[src/rtl/dbg_pkg.sv]
package dbg_pkg;

    // Source choice for one delay path
    typedef enum logic {
        SRC_RAW_A = 1'b0,
        SRC_RAW_B = 1'b1
    } db_src_e;

    // Mode bits of the working configuration
    typedef struct packed {
        logic [1:0] src;   // bit0 rising path source, bit1 falling path source
        logic [1:0] outm;  // bit0 gate_a uses rising path, bit1 gate_b uses falling path
        logic [1:0] pol;   // bit0 invert rising value, bit1 invert falling value
    } db_mode_t;

    localparam db_mode_t DB_MODE_RESET = '{src: 2'b00, outm: 2'b00, pol: 2'b00};

    function automatic logic db_source(logic sel, logic raw_a, logic raw_b);
        return (sel == SRC_RAW_B) ? raw_b : raw_a;
    endfunction

    function automatic logic db_pick(logic use_dly, logic inv, logic dly_v, logic raw_v);
        return use_dly ? (dly_v ^ inv) : raw_v;
    endfunction

endpackage

[src/rtl/db_shadow.sv]
module db_shadow
    import dbg_pkg::*;
#(
    parameter int DW = 10
) (
    input  logic          clk,
    input  logic          rst,
    input  logic          load,
    input  db_mode_t      nxt_mode,
    input  logic [DW-1:0] nxt_red,
    input  logic [DW-1:0] nxt_fed,
    output db_mode_t      cur_mode,
    output logic [DW-1:0] cur_red,
    output logic [DW-1:0] cur_fed
);

    always_ff @(posedge clk) begin
        if (rst) begin
            cur_mode <= DB_MODE_RESET;
            cur_red  <= '0;
            cur_fed  <= '0;
        end else if (load) begin
            cur_mode <= nxt_mode;
            cur_red  <= nxt_red;
            cur_fed  <= nxt_fed;
        end
    end

endmodule

[src/rtl/db_edge_path.sv]
module db_edge_path #(
    parameter int   DW        = 10,
    parameter logic FALL_EDGE = 1'b0
) (
    input  logic          clk,
    input  logic          rst,
    input  logic          tick,
    input  logic          src_in,
    input  logic [DW-1:0] dly,
    output logic          dly_out
);

    localparam logic [DW-1:0] RUN_MAX = '1;

    logic          lvl;
    logic          hit;
    logic [DW-1:0] run_q;

    // The falling path is a rising-edge hold on the inverted source
    generate
        if (FALL_EDGE) begin : g_fall
            assign lvl     = ~src_in;
            assign dly_out = ~hit;
        end else begin : g_rise
            assign lvl     = src_in;
            assign dly_out = hit;
        end
    endgenerate

    // Ticks the qualifying level has been held, saturating
    always_ff @(posedge clk) begin
        if (rst) begin
            run_q <= RUN_MAX;
        end else if (!lvl) begin
            run_q <= '0;
        end else if (tick && (run_q != RUN_MAX)) begin
            run_q <= run_q + 1'b1;
        end
    end

    assign hit = lvl && (run_q >= dly);

endmodule

[src/rtl/db_out_stage.sv]
module db_out_stage
    import dbg_pkg::*;
(
    input  logic     clk,
    input  logic     rst,
    input  db_mode_t mode,
    input  logic     raw_a,
    input  logic     raw_b,
    input  logic     rise_dv,
    input  logic     fall_dv,
    output logic     gate_a,
    output logic     gate_b
);

    localparam int NCH = 2;

    logic [NCH-1:0] raw_v;
    logic [NCH-1:0] dly_v;
    logic [NCH-1:0] gate_q;

    assign raw_v = {raw_b, raw_a};
    assign dly_v = {fall_dv, rise_dv};

    generate
        for (genvar ch = 0; ch < NCH; ch++) begin : g_ch
            always_ff @(posedge clk) begin
                if (rst) begin
                    gate_q[ch] <= 1'b0;
                end else begin
                    gate_q[ch] <= db_pick(mode.outm[ch], mode.pol[ch], dly_v[ch], raw_v[ch]);
                end
            end
        end
    endgenerate

    assign gate_a = gate_q[0];
    assign gate_b = gate_q[1];

endmodule

[src/rtl/pwm_deadband.sv]
module pwm_deadband
    import dbg_pkg::*;
#(
    parameter int DLY_W = 10
) (
    input  logic             clk,
    input  logic             rst,
    input  logic             tick,
    input  logic             period_zero,
    input  logic             pwm_a_in,
    input  logic             pwm_b_in,
    input  logic [1:0]       src_sel,
    input  logic [1:0]       out_sel,
    input  logic [1:0]       pol_sel,
    input  logic [DLY_W-1:0] rise_dly,
    input  logic [DLY_W-1:0] fall_dly,
    output logic             gate_a,
    output logic             gate_b
);

    db_mode_t         nxt_mode;
    db_mode_t         act_mode;
    logic [DLY_W-1:0] act_red;
    logic [DLY_W-1:0] act_fed;
    logic             rise_src;
    logic             fall_src;
    logic             rise_dv;
    logic             fall_dv;

    assign nxt_mode = '{src: src_sel, outm: out_sel, pol: pol_sel};

    db_shadow #(.DW(DLY_W)) u_shadow (
        .clk      (clk),
        .rst      (rst),
        .load     (period_zero),
        .nxt_mode (nxt_mode),
        .nxt_red  (rise_dly),
        .nxt_fed  (fall_dly),
        .cur_mode (act_mode),
        .cur_red  (act_red),
        .cur_fed  (act_fed)
    );

    assign rise_src = db_source(act_mode.src[0], pwm_a_in, pwm_b_in);
    assign fall_src = db_source(act_mode.src[1], pwm_a_in, pwm_b_in);

    db_edge_path #(.DW(DLY_W), .FALL_EDGE(1'b0)) u_rise (
        .clk     (clk),
        .rst     (rst),
        .tick    (tick),
        .src_in  (rise_src),
        .dly     (act_red),
        .dly_out (rise_dv)
    );

    db_edge_path #(.DW(DLY_W), .FALL_EDGE(1'b1)) u_fall (
        .clk     (clk),
        .rst     (rst),
        .tick    (tick),
        .src_in  (fall_src),
        .dly     (act_fed),
        .dly_out (fall_dv)
    );

    db_out_stage u_out (
        .clk     (clk),
        .rst     (rst),
        .mode    (act_mode),
        .raw_a   (pwm_a_in),
        .raw_b   (pwm_b_in),
        .rise_dv (rise_dv),
        .fall_dv (fall_dv),
        .gate_a  (gate_a),
        .gate_b  (gate_b)
    );

endmodule

[config.mk]
export PLATFORM = sky130hd
export DESIGN_NAME = pwm_deadband
export DESIGN_NICKNAME = d
export VERILOG_FILES = /design/src/rtl/dbg_pkg.sv /design/src/rtl/db_shadow.sv /design/src/rtl/db_edge_path.sv /design/src/rtl/db_out_stage.sv /design/src/rtl/pwm_deadband.sv
export SDC_FILE = /design/constraint.sdc
export NUM_CORES = 1
export LEC_CHECK = 0
export BUFFER_PORTS_ARGS = -buffer_cell sky130_fd_sc_hd__buf_2
export CORE_AREA = 3 3 75 147
export DETAILED_ROUTE_END_ITERATION = 7
export DIE_AREA = 0 0 78 150
export PLACE_DENSITY = 0.4
export SLEW_MARGIN = 20
export SYNTH_ARGS = -nofsm -noshare
export SYNTH_HDL_FRONTEND = slang
export SYNTH_SLANG_ARGS = --single-unit
[constraint.sdc]
create_clock -name clk -period 5.2 [get_ports clk]
set_clock_uncertainty 0.05 [all_clocks]
set_input_delay 1.04 -clock clk [delete_from_list [all_inputs] [get_ports clk]]
set_output_delay 1.04 -clock clk [all_outputs]
set_load 0.005 [all_outputs]
## After elaboration in Yosys (flattened, before gate mapping)

Cells that the tools add are included.

- Reduce and logical (&&, ||, !) cells: 5
- Add/subtract/negate cells: 2
- Order comparisons: 2
- Bitwise gates (word level): 4
- Muxes and demuxes: 8
- Equal/unequal tests: 3

Operator list:

| cell | count |
|---|---|
| $mux W10 | 4 |
| $add A10 B1 Y10 const B | 2 |
| $ge A10 B10 Y1 | 2 |
| $ne A10 B10 Y1 const B | 2 |
| $logic_and A1 B1 Y1 | 4 |
| $mux W1 | 4 |
| $ne A2 B2 Y1 const B | 1 |
| $not A1 Y1 | 2 |
| $reduce_bool A2 Y1 | 1 |
| $xor A1 B1 Y1 | 2 |

- Output and inout bits: 2
- Word-level logic and storage cells: 33
- Flip-flop bits (word level): 48

## Logic depth before layout (Yosys ltp)

- Depth after elaboration: 6
- Depth in mapped cells: 7

## Cells and area by module

A second synthesis with hierarchy kept.

- Cells, all modules: 290
- Area total of the unflattened synthesis: 2665.1 um^2

Modules (own cells, without submodules):

| module | cells each | times used | area an instance (um^2) |
|---|---|---|---|
| db_shadow | 84 | 1 | 943.4 |
| db_edge_path (u_rise) | 100 | 1 | 822.0 |
| db_edge_path (u_fall) | 96 | 1 | 793.3 |
| db_out_stage | 8 | 1 | 80.1 |
| pwm_deadband | 2 | 1 | 26.3 |

## Worst setup path before layout

OpenSTA, ideal clock, no wires.

- Path type: input -> register
- From: input port pwm_b_in
- To: register u_out.gate_q[1] (netlist: u_out.gate_b)
- Data required time: 5034 ps
- Library setup time: 116 ps
- Arrival: 1947 ps
- Path slack: 3087 ps
- Stages: 3
- Path buffers: 0
- Path through: mux2_2 -> or3b_2 -> o211a_1

- Word-level cells in the longest chain between the ends: 6

Ends and longest elaborated chain:

| item | line | source |
|---|---|---|
| start, declared | pwm_deadband.sv:11 | `input logic pwm_b_in,` |
| $mux W1 | dbg_pkg.sv:19 | `return (sel == SRC_RAW_B) ? raw_b : raw_a;` |
| $not A1 Y1 | db_edge_path.sv:22 | `assign lvl = ~src_in;` |
| $logic_and A1 B1 Y1 | db_edge_path.sv:41 | `assign hit = lvl && (run_q >= dly);` |
| $not A1 Y1 | db_edge_path.sv:23 | `assign dly_out = ~hit;` |
| $xor A1 B1 Y1 | dbg_pkg.sv:23 | `return use_dly ? (dly_v ^ inv) : raw_v;` |
| $mux W1 * | dbg_pkg.sv:23 |  |
| end signal, assigned by index | db_out_stage.sv:30 | `gate_q[ch] <= db_pick(mode.outm[ch], mode.pol[ch], dly_v[ch], raw_v[ch]);` |
| end, declared | db_out_stage.sv:19 | `logic [NCH-1:0] gate_q;` |

Mark *: on every way between the ends. The rest lies on a longest branch, timed or not.
A chain may end at the register's enable or synchronous reset.

## Final worst setup path

- From: input port tick
- To: register u_fall.run_q[9]

- Word-level cells in the longest chain between the ends: 2

Ends and longest elaborated chain:

| item | line | source |
|---|---|---|
| start, declared | pwm_deadband.sv:8 | `input logic tick,` |
| $logic_and A1 B1 Y1 | db_edge_path.sv:36 | `end else if (tick && (run_q != RUN_MAX)) begin` |
| $reduce_bool A2 Y1 (no line) | -- |  |
| end signal, assigned | db_edge_path.sv:37 | `run_q <= run_q + 1'b1;` |
| end, declared | db_edge_path.sv:17 | `logic [DW-1:0] run_q;` |

No other way between the ends.

==> out/summary.txt <==
TritonCTS buffer count - 5
Die H - 150 microns
Max Clk Rate - 0.474 GHz
Hold Violations, Final - 0
Syn Nets - 325
Syn Area/Cell - 9.11 sq um
RSZ-0062 raised after global routing - no
first-pass GRT wire length - 10.1 mm
clock latency on the worst-skew pair - 290 ps
layout cell share with drive strength beyond 1 - 0.159
CTS tree - built
P_leak - 1.28 nW
Yosys cell types - 35
vias in the first global route - 1987
Slew headroom - 0.369
max_cap viols - 0
Comb power frac - 0.155
Ys Warns - 0
clock input transition at the sequential cells of the worst setup and hold paths - 70 ps
CP arrival - 2210 ps
Root Buffer Master - clkbuf_16
DPL Wire Length - 4.79 mm
Die Area - 11700 sq um
sw power - 255 uW
hold_buf cts - 0
remaining antenna violation count - 0
sequential fraction of the synthesis area - 0.389
power per cell area - 328 nW/um^2
Place WS - 2720 ps
CP Class - input pin to flop
Die W - 78 microns
outcome - complete, no violations
Starting Density - 0.243
synthesized flop and latch total - 48
GRT overflow - 0
crit path max fanout - 7
minimum clock period - 2110 ps
core area - 10100 sq um
mapped cell area - 2470 sq um
# port buffers - 33
vias per cell - 4.38
clock buffer depth - 2
final setup fails - 0
synthesis-to-finish area growth - 19.1%
Rows - 52
IO Pins - 34
Resize count post-CTS - 0
synthesized netlist cell count - 271
gpl congestion - 0.721
Tot GR Track Use - 0.114
# Post-CTS Setup Buffers - 0
switching part of the total - 0.264
CP Launch Type - input pin
largest net degree at the start of global routing - 29
Initial DRC Count - 66
clk sinks - 48
antenna violations before repair - 0
Crit. End Element - flop
Synth top area share - 0.389
setup TNS - 0 ps
DRC errors left - 0
WL/cell - 14.1 microns
vias post-DR - 1913
Seq pwr share - 0.443
Peak VDD IR - 0.125 mV
total internal power - 709 uW
nets - 355
worst slew pin tran - 920 ps
clock power share - 0.402
# H-tree levels - 2
Total Wirelength - 6.14 mm
max-slew violation count - 0
ant diodes - 0
post-synth top area cell - dfxtp_1
largest cells by area after synthesis - dfxtp_1 (39%), mux2i_1 (12%), ha_1 (11%)
Tcrit/Tclk final - 0.406
data required time at the worst endpoint - 5300 ps
worst min-delay path class - flop to flop
first-pass detailed-route iteration total - 4
setup ws final - 3090 ps
==> sequential cells by signal, summed over array words and instances (netlist names) <==
register           cells
u_out.gate_a           1
u_shadow.cur_red      10
u_shadow.cur_fed      10
u_out.gate_b           1
u_fall.run_q          10
u_rise.run_q          10
u_shadow.cur_mode      6
==> metal layers <==
| layer | part of all wire | vias to the layer above | GRT usage |
|---|---|---|---|
| li1 | - | 1002 | - |
| met1 | 0.38 | 881 | 0.112 |
| met2 | 0.58 | 24 | 0.226 |
| met3 | 0.019 | 6 | 0.0175 |
| met4 | 0.021 | 0 | 0.0525 |
| met5 | 0 | - | 0 |
==> cells by family (layout without fill, tap and decap cells) <==
kind of cell | Yosys count | count (layout) | share of synthesized area
buffers and inverters | 32 | 63 | 0.0497
XOR/XNOR | 14 | 14 | 0.0497
flip-flops | 48 | 48 | 0.389
multiplexers | 31 | 31 | 0.127
AO/OA/AOI/OAI | 50 | 50 | 0.127
adder cells (fa/ha/maj) | 22 | 22 | 0.112
AND/OR/NAND/NOR | 74 | 74 | 0.146
==> layout make-up <==
type                    instances  area [sq um]
clock buffers                   6           139
fillers                      1098          7210
flip-flops and latches         48           961
inverters                      22          82.6
repair buffers                 33           165
multi-input cells             191          1390
clock inverters                 2          38.8
well taps                     135           169
==> power groups by stage <==
stage               Sequential [mW]  Clock (mW)  Combinational, mW
floorplan                     0.426           0              0.112
global placement              0.437           0              0.150
detailed placement            0.437           0              0.152
CTS                           0.428       0.402              0.153
global route                  0.432       0.413              0.176
finish                        0.427       0.387              0.149
==> synth_stat cells <==
library cell	number
a31oi_1	1
xnor2_1	6
ha_1	22
nand2b_1	3
o211a_1	2
or3b_2	1
a2111oi_2	1
nor2b_1	1
o31a_1	1
nand3b_1	1
and4_4	1
mux2i_1	29
or4b_4	1
a21oi_1	9
o31ai_1	1
a211oi_1	3
nand2_1	14
buf_2	2
a311oi_1	1
o211ai_1	1
dfxtp_1	48
and4_1	1
nand4_1	10
a211o_1	4
clkbuf_1	8
nand3_1	3
o21ai_0	21
nor2_1	33
o21ai_1	2
inv_1	22
nor2_2	1
o21a_1	3
xor2_1	8
and3_1	4
mux2_2	2
==> worst paths after layout <==
| check | startpoint | end | depth (start not counted) | slack, ps |
|---|---|---|---|---|
| worst max register to register | u_fall.run_q[0] | u_fall.run_q[8] | 6 | 3290 |
| worst min register to register | u_shadow.cur_fed[8] | u_shadow.cur_fed[8] | 2 | 450 |
| worst max-delay path | tick | u_fall.run_q[9] | 6 | 3090 |
| worst min-delay path | u_shadow.cur_fed[8] | u_shadow.cur_fed[8] | 2 | 450 |
==> layout by cell type, fill, tap and decap left out <==
cell type,n
nand4_1,10
o211ai_1,1
nor2_1,33
bufinv_16,1
xnor2_1,6
o31a_1,1
o21ai_0,21
or3b_2,1
clkinv_4,1
buf_2,33
nor2b_1,1
a311oi_1,1
mux2i_1,29
mux2_2,2
o211a_1,2
a31oi_1,1
and4_1,1
a211oi_1,3
o31ai_1,1
xor2_1,8
inv_1,22
and4_4,1
nand3b_1,1
a2111oi_2,1
clkbuf_16,5
clkbuf_8,1
a211o_1,4
nand2b_1,3
and3_1,4
or4b_4,1
ha_1,22
nand2_1,14
dfxtp_1,48
a21oi_1,9
o21ai_1,2
nand3_1,3
o21a_1,3
nor2_2,1
==> worst max-delay path, cell delays in order <==
cell and delay, ps:
buf_2 160, nand4_1 160, a2111oi_2 460, nand4_1 170, xor2_1 160, o21ai_1 70
==> metrics by stage <==
step,hold WS (ps),util,instance area [sq um],power [mW],instances
floorplan,410,-,2470,0.538,271
global placement,428,0.272,2760,0.587,429
detailed placement,435,0.272,2760,0.589,429
CTS,452,0.290,2940,0.983,437
global route,473,0.290,2940,1.02,437
finish,446,0.290,2940,0.963,437
No activity file was read; power rests on OpenSTA's default activity.
